**config.mk**
```make
export PLATFORM = sky130hd
export DESIGN_NAME = sc_gain_ctrl
export DESIGN_NICKNAME = d
export VERILOG_FILES = /design/src/rtl/gr_ctrl_pkg.sv /design/src/rtl/sc_phase_gen.sv /design/src/rtl/sc_gate_ctrl.sv /design/src/rtl/sc_gr_escalator.sv /design/src/rtl/sc_gain_ctrl.sv
export SDC_FILE = /design/constraint.sdc
export NUM_CORES = 1
export LEC_CHECK = 0
export BUFFER_PORTS_ARGS = -buffer_cell sky130_fd_sc_hd__buf_2
export CORE_AREA = 2 2 39 41
export CTS_BUF_LIST = sky130_fd_sc_hd__clkbuf_8 sky130_fd_sc_hd__clkbuf_16
export CTS_CLUSTER_DIAMETER = 80
export DETAILED_ROUTE_END_ITERATION = 7
export DIE_AREA = 0 0 41 43
export MAX_ROUTING_LAYER = met4
export PLACE_DENSITY = 0.66
export SYNTH_ARGS = -nofsm -noshare
export SYNTH_HDL_FRONTEND = slang
export SYNTH_SLANG_ARGS = --single-unit
export TNS_END_PERCENT = 10
```
**constraint.sdc**
```tcl
create_clock -name clk_i -period 2.5 [get_ports clk_i]
set_input_delay 0.5 -clock clk_i [delete_from_list [all_inputs] [get_ports clk_i]]
set_output_delay 0.5 -clock clk_i [all_outputs]
set_load 0.01 [all_outputs]
```
**src/rtl/gr_ctrl_pkg.sv**
```systemverilog
package gr_ctrl_pkg;
  typedef enum logic [1:0] {
    GR_THIRD      = 2'd0,
    GR_HALF       = 2'd1,
    GR_TWO_THIRDS = 2'd2
  } gain_ratio_e;
endpackage

```
**src/rtl/sc_phase_gen.sv**
```systemverilog
module sc_phase_gen #(
  parameter int SUB_TICKS = 4,
  parameter int GAP_TICKS = 1,
  localparam int TW = (SUB_TICKS > 2) ? $clog2(SUB_TICKS) : 1
) (
  input  logic          clk_i,
  input  logic          rst_ni,
  input  logic          en_i,
  output logic          cyc_end_o,
  output logic          chg_o,
  output logic          dis_o
);
  localparam int HALF = SUB_TICKS / 2;
  localparam int PH   = HALF - GAP_TICKS;

  logic [TW-1:0] tick_q;

  always_ff @(posedge clk_i or negedge rst_ni) begin
    if (!rst_ni)                         tick_q <= '0;
    else if (tick_q == TW'(SUB_TICKS-1)) tick_q <= '0;
    else                                 tick_q <= tick_q + 1'b1;
  end

  assign cyc_end_o = (tick_q == TW'(SUB_TICKS-1));
  assign chg_o = en_i && (tick_q < TW'(PH));
  assign dis_o = en_i && (tick_q >= TW'(HALF)) && (tick_q < TW'(HALF+PH));

  initial begin
    assert (GAP_TICKS >= 1 && PH >= 1)
      else $error("phase gap parameters invalid");
  end

  // a falling charge phase is followed by gap, not discharge
  assert_gap_after_chg_R8: assert property (@(posedge clk_i) disable iff (!rst_ni)
    $fell(chg_o) |-> !dis_o);
  assert_no_overlap_R8: assert property (@(posedge clk_i) disable iff (!rst_ni)
    chg_o |=> !dis_o);
endmodule

```
**src/rtl/sc_gate_ctrl.sv**
```systemverilog
module sc_gate_ctrl (
  input  logic clk_i,
  input  logic rst_ni,
  input  logic below_i,
  input  logic above_i,
  output logic en_o,
  output logic steady_o
);
  logic en_q, en_d, steady_q;

  always_comb begin
    en_d = en_q;
    if (below_i)      en_d = 1'b1;
    else if (above_i) en_d = 1'b0;
  end

  always_ff @(posedge clk_i or negedge rst_ni) begin
    if (!rst_ni) begin
      en_q     <= 1'b1;
      steady_q <= 1'b0;
    end else begin
      en_q <= en_d;
      if (en_q && !en_d) steady_q <= 1'b1;
    end
  end

  assign en_o     = en_q;
  assign steady_o = steady_q;

  assert_on_below_R2: assert property (@(posedge clk_i) disable iff (!rst_ni)
    below_i |=> en_o);
  assert_off_above_R2: assert property (@(posedge clk_i) disable iff (!rst_ni)
    (above_i && !below_i) |=> !en_o);
  assert_load_sticky_R3: assert property (@(posedge clk_i) disable iff (!rst_ni)
    steady_o |=> steady_o);
  assert_load_on_off_R3: assert property (@(posedge clk_i) disable iff (!rst_ni)
    $rose(steady_o) |-> !en_o);
endmodule

```
**src/rtl/sc_gr_escalator.sv**
```systemverilog
module sc_gr_escalator
  import gr_ctrl_pkg::*;
#(
  parameter int PRE_LIMIT   = 7,
  parameter int POST_EXCESS = 4,
  localparam int MAXL = (PRE_LIMIT > POST_EXCESS + 1) ? PRE_LIMIT : POST_EXCESS + 1,
  localparam int CW   = $clog2(MAXL + 1)
) (
  input  logic        clk_i,
  input  logic        rst_ni,
  input  logic        en_i,
  input  logic        cyc_end_i,
  input  logic        steady_i,
  output gain_ratio_e gr_o,
  output logic        ign_o
);
  gain_ratio_e gr_q;
  logic [CW-1:0] cnt_q, cnt_inc, limit;
  logic ign_q, hit;

  assign cnt_inc = cnt_q + 1'b1;
  assign limit   = steady_i ? CW'(POST_EXCESS + 1) : CW'(PRE_LIMIT);
  assign hit     = en_i && cyc_end_i && (cnt_inc == limit);

  always_ff @(posedge clk_i or negedge rst_ni) begin
    if (!rst_ni) begin
      cnt_q <= '0;
      gr_q  <= GR_THIRD;
      ign_q <= 1'b0;
    end else begin
      ign_q <= 1'b0;
      if (!en_i)          cnt_q <= '0;
      else if (hit)       cnt_q <= '0;
      else if (cyc_end_i) cnt_q <= cnt_inc;
      if (hit) begin
        case (gr_q)
          GR_THIRD: gr_q <= GR_HALF;
          GR_HALF:  gr_q <= GR_TWO_THIRDS;
          default:  ign_q <= 1'b1;
        endcase
      end
    end
  end

  assign gr_o  = gr_q;
  assign ign_o = ign_q;

  assert_gr_step_R6: assert property (@(posedge clk_i) disable iff (!rst_ni)
    !$stable(gr_q) |-> (gr_q == gain_ratio_e'($past(gr_q) + 2'd1)));
  assert_gr_legal_R6: assert property (@(posedge clk_i) disable iff (!rst_ni)
    gr_q != 2'd3);
  assert_cnt_clear_R9: assert property (@(posedge clk_i) disable iff (!rst_ni)
    !en_i |=> cnt_q == '0);
  assert_sat_hold_R7: assert property (@(posedge clk_i) disable iff (!rst_ni)
    ign_q |-> gr_q == GR_TWO_THIRDS && $stable(gr_q));
  assert_ign_pulse_R7: assert property (@(posedge clk_i) disable iff (!rst_ni)
    ign_q |=> !ign_q);
endmodule

```
**src/rtl/sc_gain_ctrl.sv**
```systemverilog
module sc_gain_ctrl
  import gr_ctrl_pkg::*;
#(
  parameter int SUB_TICKS   = 4,
  parameter int GAP_TICKS   = 1,
  parameter int PRE_LIMIT   = 7,
  parameter int POST_EXCESS = 4
) (
  input  logic       clk_i,
  input  logic       rst_ni,
  input  logic       below_lo_i,
  input  logic       above_hi_i,
  output logic       stage_en_o,
  output logic       load_en_o,
  output logic [1:0] gain_ratio_o,
  output logic       esc_ignored_o,
  output logic       phi_chg_o,
  output logic       phi_dis_o
);
  logic en, steady, cyc_end;
  gain_ratio_e gr;

  sc_gate_ctrl u_gate (
    .clk_i(clk_i), .rst_ni(rst_ni), .below_i(below_lo_i), .above_i(above_hi_i),
    .en_o(en), .steady_o(steady)
  );

  sc_phase_gen #(.SUB_TICKS(SUB_TICKS), .GAP_TICKS(GAP_TICKS)) u_phase (
    .clk_i(clk_i), .rst_ni(rst_ni), .en_i(en),
    .cyc_end_o(cyc_end), .chg_o(phi_chg_o), .dis_o(phi_dis_o)
  );

  sc_gr_escalator #(.PRE_LIMIT(PRE_LIMIT), .POST_EXCESS(POST_EXCESS)) u_esc (
    .clk_i(clk_i), .rst_ni(rst_ni), .en_i(en), .cyc_end_i(cyc_end),
    .steady_i(steady), .gr_o(gr), .ign_o(esc_ignored_o)
  );

  assign stage_en_o   = en;
  assign load_en_o    = steady;
  assign gain_ratio_o = gr;

  assert_phases_gated_R8: assert property (@(posedge clk_i) disable iff (!rst_ni)
    !stage_en_o |-> !phi_chg_o && !phi_dis_o);
endmodule

```
==> summary.md <==
| Metric | Value |
|---|---|
| HP Class | `primary input to async pin` |
| Share of layout cells above drive strength 1 | `0.2679` |
| Clk pin slew, worst setup/hold paths | `50 ps` |
| CTS tree | `done` |
| WP data required | `2000 ps` |
| Detailed-route via count | `~360` |
| Pins Over Slew Limit | `0` |
| Fin area | `593.1 µm²` |
| Clock Skews | `just under 5 ps` |
| Reg-to-reg setup timing slack | `between 1000 and 1500 ps` |
| Drt drc | `0` |
| Max_cap viols | `0` |
| Flops & latches, synth | `10` |
| Root Driver | `clkbuf_8` |
| Setup Viol. Count Final | `0` |
| CP Max Fanout | `9` |
| HPWL Detailed | `615.4 µm` |
| Die area | `1763 µm²` |
| Synth Cell Area | `478.0 µm²` |
| Vias per inst | `slightly above 5` |
| # hold bufs at CTS | `0` |
| Core region area | `1384 µm²` |
| Initial Util | `0.3454` |
| # IOs | `11` |
| RD Place Congestion | `around 0.7` |
| Global-route wire length before repair | `1497 µm` |
| RSZ-0062 raised after global routing | `false` |
| Hold Fails Final Rpt | `0` |
| Top cell type's share of synthesized area | `0.4712` |
| Worst Path Arrival | `1280 ps` |
| DR WL/cell | `11.97 µm` |
| Lkg Pwr | `0.3127 nW` |
| CTS Buf Count | `3` |
| Die height | `43 µm` |
| Worst-skew pair later-pin latency | `240 ps` |
| Placed Area | `~550 µm²` |
| Drt first-iter violations | `4` |
| Initial antenna violation count | `0` |
| Slew headroom | `0.7749` |
| Total congestion overflow | `0` |
| ANT nets after route | `0` |
| CTS Buffer Depth | `2` |
| Fmax | `0.5627 GHz` |
| # diodes | `0` |
| Area growth syn-to-layout | `24.08%` |
| Syn nets | `50` |
| Syn avg cell area | `11.38 µm²` |
| Gr usage total | `0.1415` |
| Routed wire length | `about 860 µm` |
| Top post-synthesis cells by area | `dfrtp_1 47%, ha_1 10%, dfstp_2 5.5%` |
| Port bufs | `10` |
| Post-synthesis sequential area ratio | `0.5262` |
| Worst-margin pin slew | `333.4 ps` |
| Register area | `between 200 and 300 µm²` |
| Final Net Count | `65` |
| Synth Warn # | `0` |
| Fill cells | `141` |
| DRT Pass-1 Iters | `4` |
| Synth area leader | `dfrtp_1` |
| Post-CTS Setup Inserts | `0` |
| Outcome | `finished, final reports clean` |
| Critical path class | `flop to output pin` |
| TNS Setup | `0 ps` |
| Crit start category | `flop` |
| Period utilization | `0.7109` |
| Setup crit end kind | `output pin` |
| PD cells | `622.8 nW/µm²` |
| Vias in the first global route | `350` |
| Synth cell types | `20` |
| Worst vdd ir | `0.3026 mV` |
| Area occupied by multi-input gates | `~220 µm²` |
| Fin crit period | `1777 ps` |
| Die Wd | `41 µm` |
| Cells after Synth | `42` |
| Hold WS | `~110 ps` |
| Num rows | `14` |
| CTS HTree Levels | `1` |
| CTS resizes | `0` |
| Largest net degree at the start of global routing | `11` |
| Sink Count | `10` |
-- synth_stat cells --
master and n:
xor2_1 1, a21oi_1 3, nor3_1 2, and2_1 2, ha_1 4, nand2b_1 2
dfrtp_1 9, and3_1 1, o311ai_0 1, inv_1 3, o21ai_0 1, nand3b_1 1
a21o_1 1, nor4_1 1, nor4_2 1, nor2_1 2, o21bai_1 2, xnor2_1 2
dfstp_2 1, nor2b_1 2
-- cell usage in the layout, fill, tap and decap left out, types with 2 or more instances in the layout --
cell type,n
a21oi_1,3
and2_1,2
buf_2,10
clkbuf_8,3
dfrtp_1,9
ha_1,4
inv_1,4
nand2b_1,2
nor2_1,2
nor2b_1,2
nor3_1,2
o21bai_1,2
xnor2_1,2
-- per-stage QoR --
stage	util	instances	power (mW)	worst slack, ps
3_5_place_dp	0.3960	68	0.2023	966.1
4_1_cts	0.4286	72	0.3733	705.3
3_3_place_gp	0.3960	68	0.2013	977.5
2_1_floorplan	-	42	0.1913	1040
6_report	0.4286	72	0.3694	722.7
5_1_grt	0.4286	72	0.3882	615.1
-- worst paths after layout --
kind / start / endpoint / cells past startpoint
max in group asynchronous: rst_ni / u_gate.en_o$_DFF_PN1_ / 1
min: rst_ni / u_esc.cnt_q[2]$_DFFE_PN0P_ / 1
min in group clk_i: above_hi_i / u_gate.en_o$_DFF_PN1_ / 2
max reg2reg: u_esc.cnt_q[0]$_DFFE_PN0P_ / u_esc.cnt_q[2]$_DFFE_PN0P_ / 4
min reg2reg: u_phase.tick_q[0]$_DFF_PN0_ / u_phase.tick_q[0]$_DFF_PN0_ / 1
max: u_phase.tick_q[1]$_DFF_PN0_ / phi_dis_o / 3
-- per-layer routing --
layer / wire length [µm] / vias up / track usage
met4: 44 / 0 / 0.1400
li1: - / 173 / -
met5: 0 / - / -
met1: 394 / 175 / 0.1567
met2: 385 / 10 / 0.1750
met3: 38 / 4 / 0.06283
-- registers in the layout, indices dropped and copies added (netlist names) --
name and flops:
u_gate.steady_o 1, u_esc.gr_o 2, u_esc.ign_o 1, u_phase.tick_q 2
u_esc.cnt_q 3, u_gate.en_o 1
-- worst max-delay path, stage by stage (launching register included) --
cell	delay, ps
dfrtp_1	410
ha_1	290
nor3_1	190
buf_2	150
-- final cells by class --
type,instances,area share
sequential,10,0.4241
clock inverter,1,0.006329
clock buffer,3,0.06962
timing repair buffer,10,0.08439
multi-input combinational,29,0.3629
inverter,3,0.01899
tap,16,0.03376
-- kinds of logic (layout without fill, tap and decap cells) --
| family | after synthesis | count (layout) | synth area share |
|---|---|---|---|
| AND/OR/NAND/NOR | 14 | 14 | 0.1833 |
| XOR/XNOR | 3 | 3 | 0.05498 |
| adder cells (fa/ha/maj) | 4 | 4 | 0.1047 |
| AO/OA/AOI/OAI | 8 | 8 | 0.1073 |
| flip-flops | 10 | 10 | 0.5262 |
| buffers and inverters | 3 | 17 | 0.02356 |
-- report_power, final --
part,switching (mW),internal [mW],total [mW]
Combinational,0.0158,0.0105,0.0263
Sequential,0.00495,0.168,0.173
Clock,0.0624,0.107,0.170
Total,0.0831,0.286,0.369
(Power assumes the default switching activity.)
